### config.mk
export PLATFORM = sky130hd
export DESIGN_NAME = pcf_coder
export DESIGN_NICKNAME = d
export VERILOG_FILES = /design/src/rtl/pcf_pkg.sv /design/src/rtl/pcf_popcount.sv /design/src/rtl/pcf_half_lane.sv /design/src/rtl/pcf_coder.sv
export SDC_FILE = /design/constraint.sdc
export NUM_CORES = 1
export LEC_CHECK = 0
export ABC_CLOCK_PERIOD_IN_PS = 2800
export CORE_UTILIZATION = 50
export DETAILED_ROUTE_END_ITERATION = 8
export PLACE_DENSITY = 0.92
export RECOVER_POWER = 100
export SLEW_MARGIN = 10
export SYNTH_ARGS = -nofsm -noshare
export SYNTH_HDL_FRONTEND = slang
export SYNTH_HIERARCHICAL = 1
export SYNTH_SLANG_ARGS = --single-unit
### constraint.sdc
create_clock -name clk -period 2.8 [get_ports clk]
set_clock_uncertainty 0.2 [all_clocks]
set_input_delay 0.56 -clock clk [delete_from_list [all_inputs] [get_ports clk]]
set_output_delay 0.56 -clock clk [all_outputs]
set_load 0.05 [all_outputs]
### src/rtl/pcf_pkg.sv
package pcf_pkg;

    // default geometry of the coder
    localparam int HALF_W_DEF = 8;
    localparam int HALVES_DEF = 2;

    // transfer direction carried on dec_mode
    typedef enum logic {
        DIR_ENC = 1'b0,
        DIR_DEC = 1'b1
    } dir_e;

endpackage

### src/rtl/pcf_popcount.sv
module pcf_popcount #(
    parameter int W = 8,
    localparam int CNT_W = $clog2(W + 1)
) (
    input  logic [W-1:0]     bits_i,
    output logic [CNT_W-1:0] count_o
);

    always_comb begin
        count_o = '0;
        for (int i = 0; i < W; i++) begin
            count_o = count_o + CNT_W'(bits_i[i]);
        end
    end

endmodule

### src/rtl/pcf_half_lane.sv
// One half of the coder. The bit counter, the inverter and the parity tree
// serve both directions.
module pcf_half_lane
    import pcf_pkg::*;
#(
    parameter int HALF_W = 8
) (
    input  dir_e              dir_i,
    input  logic [HALF_W-1:0] byte_i,
    input  logic              mark_i,
    input  logic              keep_i,
    output logic [HALF_W-1:0] byte_o,
    output logic              mark_o,
    output logic              keep_o,
    output logic              err_o
);

    localparam int CNT_W = $clog2(HALF_W + 1);
    // smallest weight sent unchanged, smallest weight of an inverted half
    localparam logic [CNT_W-1:0] KEEP_MIN = CNT_W'(HALF_W / 2);
    localparam logic [CNT_W-1:0] FLIP_MIN = CNT_W'(HALF_W / 2 + 1);

    logic [CNT_W-1:0] weight;
    logic             parity;
    logic             keep_sel;

    pcf_popcount #(.W(HALF_W)) i_popcount (
        .bits_i  (byte_i),
        .count_o (weight)
    );

    // complementing an even-width byte leaves its parity unchanged, so the
    // parity of the incoming byte serves both directions
    assign parity = ^byte_i;

    always_comb begin
        if (dir_i == DIR_ENC) begin
            keep_sel = (weight >= KEEP_MIN);
            err_o    = 1'b0;
        end else begin
            keep_sel = keep_i;
            err_o    = keep_i ? (weight < KEEP_MIN) : (weight < FLIP_MIN);
        end
        keep_o = keep_sel;
        byte_o = keep_sel ? byte_i : ~byte_i;
        mark_o = mark_i ^ parity;
    end

endmodule

### src/rtl/pcf_coder.sv
module pcf_coder
    import pcf_pkg::*;
#(
    parameter int HALF_W = HALF_W_DEF,
    parameter int HALVES = HALVES_DEF
) (
    input  logic                               clk,
    input  logic                               rst_n,
    input  logic                               dec_mode,
    input  logic                               in_valid,
    input  logic [HALVES*(HALF_W+1)-1:0]       word_in,
    input  logic [HALVES*(HALF_W+2)-1:0]       sym_in,
    output logic                               out_valid,
    output logic [HALVES*(HALF_W+1)-1:0]       word_out,
    output logic [HALVES*(HALF_W+2)-1:0]       sym_out,
    output logic                               err_out
);

    localparam int DATA_W = HALVES * HALF_W;
    localparam int WORD_W = DATA_W + HALVES;
    localparam int SEG_W  = HALF_W + 2;
    localparam int SYM_W  = HALVES * SEG_W;

    typedef struct packed {
        logic              vld;
        logic              err;
        logic [SYM_W-1:0]  sym;
        logic [WORD_W-1:0] word;
    } state_t;

    state_t state_d, state_q;
    dir_e   dir;

    logic [HALVES-1:0]   lane_err;
    logic [SYM_W-1:0]    sym_asm;
    logic [WORD_W-1:0]   word_asm;

    assign dir = dir_e'(dec_mode);

    generate
        for (genvar h = 0; h < HALVES; h++) begin : g_lane
            logic [HALF_W-1:0] byte_in, byte_out;
            logic              mark_in, keep_in, mark_out, keep_out;

            // pick the half from the data-side word or the line symbol
            always_comb begin
                if (dir == DIR_ENC) begin
                    byte_in = word_in[h*HALF_W +: HALF_W];
                    mark_in = word_in[DATA_W + h];
                    keep_in = 1'b1;
                end else begin
                    byte_in = sym_in[h*SEG_W +: HALF_W];
                    mark_in = sym_in[h*SEG_W + HALF_W];
                    keep_in = sym_in[h*SEG_W + HALF_W + 1];
                end
            end

            pcf_half_lane #(.HALF_W(HALF_W)) i_lane (
                .dir_i  (dir),
                .byte_i (byte_in),
                .mark_i (mark_in),
                .keep_i (keep_in),
                .byte_o (byte_out),
                .mark_o (mark_out),
                .keep_o (keep_out),
                .err_o  (lane_err[h])
            );

            assign sym_asm[h*SEG_W +: SEG_W]   = {keep_out, mark_out, byte_out};
            assign word_asm[h*HALF_W +: HALF_W] = byte_out;
            assign word_asm[DATA_W + h]         = mark_out;
        end
    endgenerate

    always_comb begin
        state_d     = state_q;
        state_d.vld = in_valid;
        if (in_valid) begin
            if (dir == DIR_ENC) begin
                state_d.sym = sym_asm;
                state_d.err = 1'b0;
            end else begin
                state_d.word = word_asm;
                state_d.err  = |lane_err;
            end
        end
    end

    always_ff @(posedge clk or negedge rst_n) begin
        if (!rst_n) begin
            state_q <= '0;
        end else begin
            state_q <= state_d;
        end
    end

    assign out_valid = state_q.vld;
    assign err_out   = state_q.err;
    assign sym_out   = state_q.sym;
    assign word_out  = state_q.word;

endmodule

Yosys cells after proc, flatten, opt, wreduce, memory -nomap -nowiden
Cells that the tools add are included.
{"block": "word_totals", "regBits": 40, "out_inout_bits": 40, "word_cells": 49}
{"block": "classes", "n_addsub": 14, "n_mux": 15, "n_lt_le_gt_ge": 6, "bitwise_logic": 5, "n_reduce_logical": 5}
{"operator": "$add 4x1->4", "count": 8}
{"operator": "$mux 8", "count": 4}
{"operator": "$lt 4x3->1 const B", "count": 4}
{"operator": "$not 8->8", "count": 2}
{"operator": "$reduce_xor 8->1", "count": 2}
{"operator": "$mux 1", "count": 11}
{"operator": "$add 3x1->4", "count": 2}
{"operator": "$ge 4x3->1 const B", "count": 2}
{"operator": "$add 2x1->3", "count": 2}
{"operator": "$add 1x1->2", "count": 2}
{"operator": "$reduce_and 2->1", "count": 2}
{"operator": "$reduce_or 2->1", "count": 1}
{"operator": "$xor 1x1->1", "count": 2}
{"operator": "$not 1->1", "count": 1}

Longest topological paths before layout
{"block": "logic_depth", "word_depth": 13, "mapped_depth": 13}

By module
Netlist, hierarchy kept.
{"module": "pcf_coder", "area_each_um2": 1702.9, "seq_area_each_um2": 1001.0, "n_inst": 1, "cells_each": 108}
{"module": "pcf_half_lane", "area_each_um2": 192.7, "seq_area_each_um2": 0.0, "n_inst": 2, "cells_each": 20}
{"module": "pcf_popcount", "area_each_um2": 192.7, "seq_area_each_um2": 0.0, "n_inst": 2, "cells_each": 22}

Worst setup path before layout
Ideal clock, no wire load.
{"block": "synth_path", "path_kind": "input-to-reg", "startpoint": "input dec_mode", "endpoint": "register state_q, in the netlist sym_out[10]", "required_ns": 2.472, "arrival_ns": 3.972, "setup_slack_ns": -1.500, "cell_stages": 11, "path_cell_list": "buf_2 -> mux2_2 -> inv_1 -> fa_1 -> fa_1 -> fa_1 -> fa_1 -> xnor2_1 -> o31ai_4 -> xor2_1 -> mux2_1"}
{"block": "synth_between", "word_cells_on_any_way": 15}
{"element": "from (decl)", "line": "pcf_coder.sv:9", "rtl": "input logic dec_mode,"}
{"element": "$mux 8", "line": "pcf_coder.sv:47", "rtl": "if (dir == DIR_ENC) begin"}
{"element": "net g_lane[1].byte_in[3]", "line": "pcf_coder.sv:42", "rtl": "logic [HALF_W-1:0] byte_in, byte_out;"}
{"element": "$add 3x1->4", "line": "pcf_popcount.sv:12", "rtl": "count_o = count_o + CNT_W'(bits_i[i]);"}
{"element": "$add 4x1->4 (4 in a row)", "line": "pcf_popcount.sv:12"}
{"element": "net g_lane[1].i_lane.weight[2]", "line": "pcf_half_lane.sv:23", "rtl": "logic [CNT_W-1:0] weight;"}
{"element": "$ge 4x3->1", "line": "pcf_half_lane.sv:38", "rtl": "keep_sel = (weight >= KEEP_MIN);"}
{"element": "$mux 1", "line": "pcf_half_lane.sv:37", "rtl": "if (dir_i == DIR_ENC) begin"}
{"element": "$mux 8", "line": "pcf_half_lane.sv:45", "rtl": "byte_o = keep_sel ? byte_i : ~byte_i;"}
{"element": "net g_lane[1].byte_out[0]", "line": "pcf_coder.sv:42"}
{"element": "to (signal assigned)", "line": "pcf_coder.sv:93", "rtl": "state_q <= state_d;"}
{"element": "to (decl)", "line": "pcf_coder.sv:31", "rtl": "state_t state_d, state_q;"}
The timed path passes the listed nets, and every way through them passes these cells.
A chain may end at the register's enable or synchronous reset.

Worst setup path after layout
{"block": "layout_path", "startpoint": "input dec_mode", "endpoint": "register state_q, in the netlist word_out[2]"}
{"block": "layout_between", "word_cells_on_any_way": 14}
{"element": "$mux 8", "line": "pcf_coder.sv:47"}
{"element": "net g_lane[0].byte_in[3]", "line": "pcf_coder.sv:42"}
{"element": "$add 3x1->4", "line": "pcf_popcount.sv:12"}
{"element": "$add 4x1->4 (4 in a row)", "line": "pcf_popcount.sv:12"}
{"element": "net g_lane[0].i_lane.weight[2]", "line": "pcf_half_lane.sv:23"}
{"element": "$ge 4x3->1", "line": "pcf_half_lane.sv:38"}
{"element": "$mux 1", "line": "pcf_half_lane.sv:37"}
{"element": "$mux 8", "line": "pcf_half_lane.sv:45"}
{"element": "net g_lane[0].byte_out[2]", "line": "pcf_coder.sv:42"}
The timed path passes the listed nets, and every way through them passes these cells.

==> flow_results.org <==
** Run status
- The run finished, with violations left.
- Failing checks :: negative setup slack

** Route
- The first TritonRoute pass finished after 4 iterations.
- In this run, the number of DRC markers left after iteration 0 of detailed routing was 79.
- DRC violations left :: 0
- The routed layout has 1923 vias.
- Post-route ant nets :: 0
- Post-DR wirelength/cell :: 18.82 um
- Via/cell ratio :: 5.021
- The routed design has about 7200 um of wire.

** Global route
- The initial antenna violation count was 0.
- Vias in the first global route :: 2158
- Total gr overflow :: 0
- The first global-routing pass estimated ~11000 um of wire.
- GRT Total Usage :: between 20% and 30%
- Entering global routing, the biggest net connects 41 pins.

** Layout
- Count of non-filler cells in the finished layout :: 383
- Most common library cell in the layout ignoring fill and taps :: dlygate4sd3_1
- Fraction of final layout cells with drive strength greater than 1 :: 42.72%
- The net count of the finished layout is 371.
- Footprint of the multi-input gates :: 1599 um2
- The repair_antennas step left the layout with diodes totalling 0.
- Area grow syn2layout :: 63.99%
- Utilization after layout :: between 80% and 90%
- The top cell types in the final layout, fill and taps aside, are dlygate4sd3_1, dfrtp_1, buf_4, mux2_4, clkdlybuf4s50_1.
- Number of fill cells :: roughly 240
- Summing all non-filler instances in the final layout gives an area of about 4000 um2.
- In the final layout, flip-flops and latches occupy roughly 1000 um2.

** Timing
- Number of failing hold endpoints at the final stage :: 0
- Dividing the final minimum period by the clock period gives 141.5%.
- Setup violations remaining at the end of the flow were counted as 36.
- Based on the critical path, the design can be clocked at up to 252.3 MHz.
- The smallest clock period supported by the final layout is computed as about 4 ns.
- Final worst setup slack :: -1.163 ns
- Rel. slew slack :: between 30% and 40%
- The count of pins over their slew limit was 0.
- For the pin with the worst max-slew slack, the measured transition is roughly 1 ns.
- Hold Slack :: 0.2034 ns
- Setup repair after global routing could not meet its margin everywhere.

** Clock network
- After clock tree synthesis, the clock-pin slew on the worst setup and hold paths is 0.08 ns.
- Clock tree from TritonCTS :: done
- Max Root-Sink Buffers :: 2
- Clock insertion delay at the later pin of the skew report :: 0.30 ns
- Num CTS Buffers :: 5
- Clock tree synthesis selected as its root buffer the cell clkbuf_8.
- The H-tree was split into 2 levels.
- Clock tree sinks :: 40

** Power
- Pwr Total :: 0.003689 W
- The analysis attributes to cell leakage a power of 1.881 nW.
- Across the VDD grid, the largest voltage drop is approximately 0.67 mV.
- For this design the ratio of total power to cell area is about 900 nW/um2.

** Min path
- Worst hold path class :: primary input to asynchronous set/reset pin

** Floorplan
- Total core area :: 4755 um2
- 82 I/O pins were placed.
- Total number of placement rows :: 25
- Total Die Area :: 5232 um2
- Once the floorplan was initialized, standard cells occupied between 50% and 60% of the core.
- Floorplan die height :: 72.34 um
- The die is 72.34 um wide.

** Place
- Number of placed instances with taps included :: 366
- After detailed placement, the total cell area comes to ~3700 um2.
- Summed over all nets, the half-perimeter wirelength after detailed placement is 4220 um.
- # port buffers :: 81
- The congestion estimate from routability-driven global placement came to 0.8333.

** Worst setup path
- Critical Path Fanout Max :: 6
- By startpoint and endpoint, the worst setup path is classified as primary input to register.
- Data required time of the worst path :: 2.80 ns
- STA classifies the critical path startpoint as a primary input.
- The slowest stage of the critical path is the fa_1 cell.
- Crit path buffers/inverters :: 5
- Max stage delay on crit path :: 0.49 ns
- Endpoint class of the critical path :: register
- Crit path DAT :: 3.96 ns
- The kind of cell with the highest combined delay along the critical path is adder cells.
- Walking the worst path, the cells encountered are buf_8 > buf_12 > mux2_4 > inv_4 > fa_1 > fa_1 > fa_2 > fa_2 > xnor2_4 > o31ai_4 > buf_4 > buf_12 > xor2_4 > mux2_4.

** Logic synthesis
- Syn_nets :: 248
- Total number of yosys warnings :: 6
- Post-synthesis sequential element count :: 40
- Average size of a mapped cell :: 12.88 um2
- The synthesized netlist contains 21 unique library cells.
- Synthesized cell area :: between 2000 and 2500 um2
- For this run, the register share of the synthesized area comes to between 40% and 50%.
- Synthesis produced 192 cells.

** Flow run
- Number of maximum-capacitance violations :: 0
## state kept, by name (all words and copies together) (netlist names)
name and count:
err_out 1, out_valid 1, sym_out 20, word_out 18
## synth_stat cells
| library cell | count | share of area, % |
|---|---|---|
| mux2_2 | 46 | 21 |
| dfrtp_1 | 40 | 40 |
| inv_1 | 27 | 4.1 |
| xor2_1 | 18 | 6.4 |
| xnor2_1 | 12 | 4.2 |
| mux2_1 | 10 | 4.6 |
| fa_1 | 8 | 6.5 |
| ha_1 | 6 | 3.0 |
| nand2b_1 | 4 | 1.0 |
| buf_4 | 3 | 0.91 |
| buf_2 | 2 | 0.40 |
| nor2b_4 | 2 | 1.1 |
| nor3b_1 | 2 | 0.61 |
| o21a_1 | 2 | 0.61 |
| o31a_1 | 2 | 0.71 |
| o31ai_4 | 2 | 1.7 |
| xnor3_1 | 2 | 1.8 |
| nand2_2 | 1 | 0.25 |
| nor2_1 | 1 | 0.15 |
| nor2b_1 | 1 | 0.25 |
| o22ai_1 | 1 | 0.25 |
## what timing repair did
item / 4_1_cts / 5_1_grt
gates cloned: 2 / 0
resized for setup: 58 / 5
pin swaps: 18 / 7
hold buffers: 0 / 0
endpoints found under the setup margin: 39 / 37
buffers inserted: 8 / 1
## logic make-up (layout without fill, tap and decap cells)
group | count (synthesis) | count (layout) | synth area share, %
mux | 56 | 56 | 25.49
fa+ha+maj | 14 | 14 | 9.509
flops | 40 | 40 | 40.47
buf+inv | 32 | 156 | 5.412
compound gates | 7 | 7 | 3.288
simple gates | 11 | 11 | 3.389
xor+xnor | 32 | 32 | 12.44
## final timing paths
path	from	end	slack [ns]	cells after the start
setup / recovery	dec_mode	word_out[2]	-1.16	14
hold / removal	rst_n	sym_out[19]	0.20	1
setup reg to reg	word_out[16]	word_out[16]	1.78	1
hold reg to reg	sym_out[14]	sym_out[14]	0.31	1
max in group asynchronous	rst_n	word_out[6]	1.60	1
min in group clk	sym_out[14]	sym_out[14]	0.31	1
## cell type report
class                      count  area share (%)
clock buffer                   5           1.696
sequential                    40           24.68
clock inverter                 3          0.5861
inverter                      27           2.560
timing repair buffer         121           28.99
multi-input combinational    120           39.42
tap                           67           2.067
## per-stage QoR
| stage | setup TNS, ns | setup WS [ns] |
|---|---|---|
| floorplan | -44.34 | -1.301 |
| global placement | -62.01 | -1.774 |
| detailed placement | -65.44 | -1.868 |
| CTS | -38.98 | -1.173 |
| global route | -40.46 | -1.223 |
| finish | -37.81 | -1.163 |
## where the power goes
group          switching (W)  internal, W
Sequential          0.000135     0.000811
Clock               0.000223     0.000176
Combinational        0.00140     0.000941
Total                0.00176      0.00193
## routing by layer
| layer | vias to the layer above | track usage (%) | share of wire [%] |
|---|---|---|---|
| met5 | - | 0 | 0 |
| met4 | 0 | 11.98 | 2.9 |
| met3 | 20 | 7.361 | 5.5 |
| met2 | 91 | 52.34 | 54 |
| met1 | 949 | 33.55 | 38 |
| li1 | 863 | - | - |
Power figures use the tool's default switching activity.
